### src/rtl/gpv_pkg.sv
package gpv_pkg;

    localparam int unsigned IDX_W = 6;
    localparam int unsigned REG_AW = IDX_W + 2;

    typedef enum logic [1:0] {
        RG_BYTE = 2'd0,
        RG_WORD = 2'd1,
        RG_CTL  = 2'd2,
        RG_NONE = 2'd3
    } region_e;

    typedef enum logic [IDX_W-1:0] {
        CI_DIR   = 6'd0,
        CI_MASK  = 6'd1,
        CI_PORT  = 6'd2,
        CI_MPORT = 6'd3,
        CI_SET   = 6'd4,
        CI_CLR   = 6'd5,
        CI_TGL   = 6'd6
    } ctl_idx_e;

    typedef struct packed {
        logic             byte_hit;
        logic             word_hit;
        logic [IDX_W-1:0] idx;
        logic             dir;
        logic             mask;
        logic             port;
        logic             mport;
        logic             set;
        logic             clr;
        logic             tgl;
    } acc_t;

endpackage

### src/rtl/gpv_decode.sv
module gpv_decode
    import gpv_pkg::*;
#(
    parameter int unsigned NPIN = 32
) (
    input  logic [REG_AW-1:0] addr,
    output acc_t              acc
);

    region_e          region;
    logic [IDX_W-1:0] idx;
    logic             pin_ok;

    always_comb begin
        region = region_e'(addr[REG_AW-1:IDX_W]);
        idx    = addr[IDX_W-1:0];
        pin_ok = (int'(idx) < int'(NPIN));

        acc          = '0;
        acc.idx      = idx;
        acc.byte_hit = (region == RG_BYTE) && pin_ok;
        acc.word_hit = (region == RG_WORD) && pin_ok;
        if (region == RG_CTL) begin
            acc.dir   = (idx == CI_DIR);
            acc.mask  = (idx == CI_MASK);
            acc.port  = (idx == CI_PORT);
            acc.mport = (idx == CI_MPORT);
            acc.set   = (idx == CI_SET);
            acc.clr   = (idx == CI_CLR);
            acc.tgl   = (idx == CI_TGL);
        end
    end

endmodule

### src/rtl/gpv_latch.sv
module gpv_latch
    import gpv_pkg::*;
#(
    parameter int unsigned NPIN = 32,
    parameter int unsigned DW   = 32
) (
    input  logic            clk,
    input  logic            rst_n,
    input  logic            we,
    input  acc_t            acc,
    input  logic [DW-1:0]   wdata,
    output logic [NPIN-1:0] lat_q,
    output logic [NPIN-1:0] dir_q,
    output logic [NPIN-1:0] mask_q
);

    typedef struct packed {
        logic [NPIN-1:0] lat;
        logic [NPIN-1:0] dir;
        logic [NPIN-1:0] mask;
    } state_t;

    state_t          st_d, st_q;
    logic [NPIN-1:0] wvec;
    logic            word_true;

    always_comb begin
        wvec      = wdata[NPIN-1:0];
        word_true = |wdata;
        st_d      = st_q;
        if (we) begin
            for (int p = 0; p < int'(NPIN); p++) begin
                if (acc.idx == IDX_W'(p)) begin
                    if (acc.byte_hit) st_d.lat[p] = wdata[0];
                    if (acc.word_hit) st_d.lat[p] = word_true;
                end
            end
            if (acc.dir)   st_d.dir  = wvec;
            if (acc.mask)  st_d.mask = wvec;
            if (acc.port)  st_d.lat  = wvec;
            if (acc.mport) st_d.lat  = (st_q.lat & st_q.mask) | (wvec & ~st_q.mask);
            if (acc.set)   st_d.lat  = st_q.lat | wvec;
            if (acc.clr)   st_d.lat  = st_q.lat & ~wvec;
            if (acc.tgl)   st_d.lat  = st_q.lat ^ wvec;
        end
    end

    always_ff @(posedge clk or negedge rst_n) begin
        if (!rst_n) st_q <= '0;
        else        st_q <= st_d;
    end

    assign lat_q  = st_q.lat;
    assign dir_q  = st_q.dir;
    assign mask_q = st_q.mask;

endmodule

### src/rtl/gpv_readmux.sv
module gpv_readmux
    import gpv_pkg::*;
#(
    parameter int unsigned NPIN = 32,
    parameter int unsigned DW   = 32
) (
    input  acc_t            acc,
    input  logic [NPIN-1:0] pad_in,
    input  logic [NPIN-1:0] lat,
    input  logic [NPIN-1:0] dir,
    input  logic [NPIN-1:0] mask,
    output logic [DW-1:0]   rdata
);

    logic pin_lvl;

    always_comb begin
        pin_lvl = 1'b0;
        for (int p = 0; p < int'(NPIN); p++) begin
            if (acc.idx == IDX_W'(p)) pin_lvl = pad_in[p];
        end

        rdata = '0;
        if (acc.byte_hit)   rdata[0] = pin_lvl;
        if (acc.word_hit)   rdata    = {DW{pin_lvl}};
        if (acc.dir)        rdata[NPIN-1:0] = dir;
        if (acc.mask)       rdata[NPIN-1:0] = mask;
        if (acc.port)       rdata[NPIN-1:0] = pad_in;
        if (acc.mport)      rdata[NPIN-1:0] = pad_in & ~mask;
        if (acc.set)        rdata[NPIN-1:0] = lat;
    end

endmodule

### src/rtl/gpv_port.sv
module gpv_port
    import gpv_pkg::*;
#(
    parameter int unsigned NPIN = 32,
    parameter int unsigned DW   = 32
) (
    input  logic              clk,
    input  logic              rst_n,
    input  logic [REG_AW-1:0] bus_addr,
    input  logic              bus_we,
    input  logic [DW-1:0]     bus_wdata,
    output logic [DW-1:0]     bus_rdata,
    input  logic [NPIN-1:0]   pad_in,
    output logic [NPIN-1:0]   pad_out,
    output logic [NPIN-1:0]   pad_oe
);

    acc_t            acc;
    logic [NPIN-1:0] lat_q, dir_q, mask_q;

    gpv_decode #(.NPIN(NPIN)) u_dec (
        .addr (bus_addr),
        .acc  (acc)
    );

    gpv_latch #(.NPIN(NPIN), .DW(DW)) u_lat (
        .clk    (clk),
        .rst_n  (rst_n),
        .we     (bus_we),
        .acc    (acc),
        .wdata  (bus_wdata),
        .lat_q  (lat_q),
        .dir_q  (dir_q),
        .mask_q (mask_q)
    );

    gpv_readmux #(.NPIN(NPIN), .DW(DW)) u_rd (
        .acc    (acc),
        .pad_in (pad_in),
        .lat    (lat_q),
        .dir    (dir_q),
        .mask   (mask_q),
        .rdata  (bus_rdata)
    );

    assign pad_oe  = dir_q;
    assign pad_out = lat_q & dir_q;

    AST_DIR_TO_OE: assert property (@(posedge clk) disable iff (!rst_n)
        bus_we && acc.dir |=> pad_oe == $past(bus_wdata[NPIN-1:0]));

    AST_IDLE_HOLD: assert property (@(posedge clk) disable iff (!rst_n)
        !bus_we |=> $stable(lat_q) && $stable(dir_q) && $stable(mask_q));

    AST_MPORT_KEEPS: assert property (@(posedge clk) disable iff (!rst_n)
        bus_we && acc.mport |=> ((lat_q ^ $past(lat_q)) & $past(mask_q)) == '0);

    AST_MPORT_RD_ZERO: assert property (@(posedge clk) disable iff (!rst_n)
        acc.mport |-> (bus_rdata[NPIN-1:0] & mask_q) == '0);

    AST_SET_NO_CLEAR: assert property (@(posedge clk) disable iff (!rst_n)
        bus_we && acc.set |=> ($past(lat_q) & ~lat_q) == '0);

endmodule

### config.mk
export PLATFORM = sky130hd
export DESIGN_NAME = gpv_port
export DESIGN_NICKNAME = d
export VERILOG_FILES = /design/src/rtl/gpv_pkg.sv /design/src/rtl/gpv_decode.sv /design/src/rtl/gpv_latch.sv /design/src/rtl/gpv_readmux.sv /design/src/rtl/gpv_port.sv
export SDC_FILE = /design/constraint.sdc
export NUM_CORES = 1
export LEC_CHECK = 0
export BUFFER_PORTS_ARGS = -buffer_cell sky130_fd_sc_hd__buf_2
export CORE_MARGIN = 3
export CORE_UTILIZATION = 33
export DETAILED_ROUTE_END_ITERATION = 10
export GPL_TIMING_DRIVEN = 0
export PLACE_DENSITY = 0.53
export SLEW_MARGIN = 20
export SYNTH_ARGS = -nofsm -noshare
export SYNTH_HDL_FRONTEND = slang
export SYNTH_SLANG_ARGS = --single-unit
### constraint.sdc
create_clock -name clk -period 6.4 [get_ports clk]
set_clock_uncertainty 0.2 [all_clocks]
set_input_delay 1.92 -clock clk [delete_from_list [all_inputs] [get_ports clk]]
set_output_delay 1.92 -clock clk [all_outputs]
set_load 0.03 [all_outputs]
==> key figures <==
Status
  – Outcome: complete, but fails checks
  – Failing checks: negative setup slack

Synthesis
  – Number of distinct library cells after synthesis: 64
  – Seq/Total Area, Yosys: 27.5%
  – Cell area after synthesis: 8730 um^2
  – Syn_nets: 1234
  – Synth Warn #: 0
  – Top-area cell type share of the netlist area: 27.5%
  – EDFF count, synth: 0
  – Asr flop ratio synth: 100%
  – Most frequent cells after synthesis: nand2_1 (173), nor2_1 (104), inv_1 (99), o21ai_0 (99), dfrtp_1 (96)
  – Top FF cell, synth: dfrtp_1
  – Most common cell in the netlist: nand2_1
  – Synthesized flop and latch total: 96
  – Synth top area cells: dfrtp_1 (28%), ha_1 (9.2%), a221oi_2 (8.1%), nand2_1 (7.4%), o21ai_0 (5.7%)
  – Syn Inst Count: 1095
  – Post-synth top area cell: dfrtp_1
  – Avg Cell Area, Syn: 7.98 um^2

Hold path
  – HP Start: u_lat.dir_q[26]$_DFFE_PN0P_
  – Hold/Removal Path Class: flip-flop to flip-flop

Worst setup path
  – Critical Path Stages: 14
  – CP Buf/Inv Count: 7
  – Largest stage delay, worst path: 0.38 ns
  – Worst Setup Start Kind: input pin
  – Critical Path Start: bus_addr[5]
  – Slowest cell on crit path: nor3_1
  – Worst endpoint data arrival time: 4.30 ns
  – Critical path's top delay family: buffers and inverters
  – Critical Path End: bus_rdata[20]
  – Required time of the worst setup path: 4.28 ns
  – R2R setup slack: 4.67 ns
  – CP max FO: 10
  – R2R cell count: 6
  – Crit-path cells: buf_2, buf_8, nor4bb_1, clkbuf_4, buf_4, a22oi_1, nor2_1, nor3_1, o21ai_4, o211ai_4, buf_6, buf_8, a21oi_1, buf_2
  – Critical Path Sink Type: output pin
  – CP Class: input pin to output pin

Clocking
  – CTS H-tree lvls: 3
  – Clk sinks: 96
  – Clk_lat worst skew: 0.37 ns
  – Clock Tree Root: clkbuf_16
  – CTS Buf Count: 9
  – Clock buffer depth: 2
  – TritonCTS clock tree: yes
  – Reg clk slew, reported paths: 0.07 ns

STA
  – Worst-Margin Slew: 1.03 ns
  – Setup WS post-layout: -0.0207 ns
  – Final Hold Fails: 0
  – # setup viols final: 4
  – RSZ-0062 raised after global routing: true
  – Slew margin rel.: 31.4%
  – Fin crit period: 6.42 ns
  – Max Fclk: 156 MHz
  – Period utilization: 100%
  – TNS Setup: -0.0584 ns
  – Slew Limit Fails: 0

Drt
  – DR vias: 9440
  – DRT iter0 DRCs: 1044
  – Drt total wl: 40100 um
  – Routed WL per cell: 24.7 um
  – Vias per inst: 5.81
  – Antenna Nets Post-Route: 0
  – First-pass DRT Iterations: 5
  – Drt drc: 0

Pwr
  – Peak VDD IR: 103 uV
  – PwrDens: 157 nW/um^2
  – Leakage: 0.00492 uW

Die
  – Die Width: 169 um
  – Die area: 28500 um^2
  – Die Ht: 169 um
  – Ports: 171
  – FP Rows: 58
  – Core area: 25600 um^2
  – Initial core utilization: 34.1%

Finish
  – Final cell count without fillers: 1625
  – Final Net Count: 1428
  – Share of post-route cells with drive strength above 1: 27.7%
  – Area delta synth->final: 25.0%

Global routing
  – Grt total ovfl: 0
  – GRT Total Usage: 27.6%
  – First-pass GRT wire length: 59500 um
  – Initial antenna violation count: 2
  – Vias in the first global route: 9483
  – Largest net degree at the start of global routing: 57

Placed design
  – Placed insts: 1594
  – Pre-CTS WS: -0.530 ns
  – Post-DP HPWL: 28500 um
  – # port buffers: 168
  – Gpl congestion: 0.991

Run
  – Max_cap viols: 0
-- tightest hold or removal path, cell delays in order, from the launching register on --
cell and delay, ns:
dfrtp_1 0.38, nand2_1 0.05, o21ai_0 0.06
-- cell families (layout without fill, tap and decap cells) --
| group | Yosys count | after routing | synth area share (%) |
|---|---|---|---|
| multiplexers | 35 | 35 | 4.45 |
| adder cells (fa/ha/maj) | 64 | 64 | 9.17 |
| AO/OA/AOI/OAI | 362 | 362 | 30.7 |
| flip-flops | 96 | 96 | 27.5 |
| buffers and inverters | 176 | 375 | 9.11 |
| AND/OR/NAND/NOR | 362 | 362 | 19.1 |
| other | 0 | 1 | 0 |
-- what timing repair did --
| action | 4_1_cts | 5_1_grt |
|---|---|---|
| gates resized for setup | 61 | 86 |
| gates cloned | 2 | 1 |
| setup buffers | 11 | 1 |
| hold buffers | 0 | 0 |
| pin swaps | 8 | 4 |
| setup endpoints to repair | 32 | 31 |
-- report_power, final --
group          switching (uW)  total (uW)  internal (uW)
registers                46.0         695            649
logic                     290         447            157
clock network             273         575            302
total                     609        1720           1110
-- how the worst min path moves through the flow --
stage                                         endpoint  slack [ns]  cells after the start
after floorplan           u_lat.mask_q[25]$_DFFE_PN0P_        0.27                      2
after global routing      u_lat.mask_q[25]$_DFFE_PN0P_        0.37                      2
after global placement    u_lat.mask_q[25]$_DFFE_PN0P_        0.29                      2
after detailed placement  u_lat.mask_q[25]$_DFFE_PN0P_        0.30                      2
after CTS                 u_lat.mask_q[25]$_DFFE_PN0P_        0.32                      2
final                      u_lat.dir_q[26]$_DFFE_PN0P_        0.32                      2
-- stage by stage --
stage	utilization (%)	instance area [um^2]	total power, uW	hold slack (ns)
floorplan	-	8730	944	0.272
finish	42.6	10900	1720	0.322
detailed placement	39.1	10000	1110	0.302
CTS	41.7	10700	1700	0.322
global route	42.6	10900	1790	0.367
global placement	39.0	9990	1100	0.287
-- cell type report --
| class | count | area (um^2) |
|---|---|---|
| Clock buffer | 10 | 229 |
| Inverter | 99 | 372 |
| Fill cell | 2648 | 14700 |
| Multi-Input combinational cell | 823 | 5770 |
| Sequential cell | 96 | 2400 |
| Timing Repair Buffer | 183 | 1150 |
| Clock inverter | 6 | 60.1 |
| Buffer | 77 | 517 |
| Antenna cell | 1 | 2.50 |
| Tap cell | 330 | 413 |
-- placed cells by master, fill, tap and decap left out, drive strengths merged, types with 2 or more instances in the layout --
cell type / n
nand2b: 4
a211oi: 32
clkinv: 3
dfrtp: 96
o221ai: 3
and2: 36
o211ai: 4
buf: 217
nor4: 10
a32oi: 5
a2bb2oi: 2
and4: 2
nor4bb: 2
o31ai: 2
a22oi: 2
nor2b: 6
nor3: 4
mux4: 3
nand3: 3
ha: 64
a21oi: 71
and3: 2
mux2i: 31
nand2: 177
clkinvlp: 2
o22ai: 3
nor2: 107
o21ai: 144
nor3b: 2
clkbuf: 53
nor4b: 4
inv: 99
a31oi: 2
a221oi: 85
-- metal layers --
layer	track usage, %	wire length, um	up-vias
met5	0	0	-
met4	10.5	1250	0
li1	-	-	4274
met1	38.7	18000	4638
met3	2.85	2750	76
met2	44.1	18100	452
No activity file was read; power rests on OpenSTA's default activity.
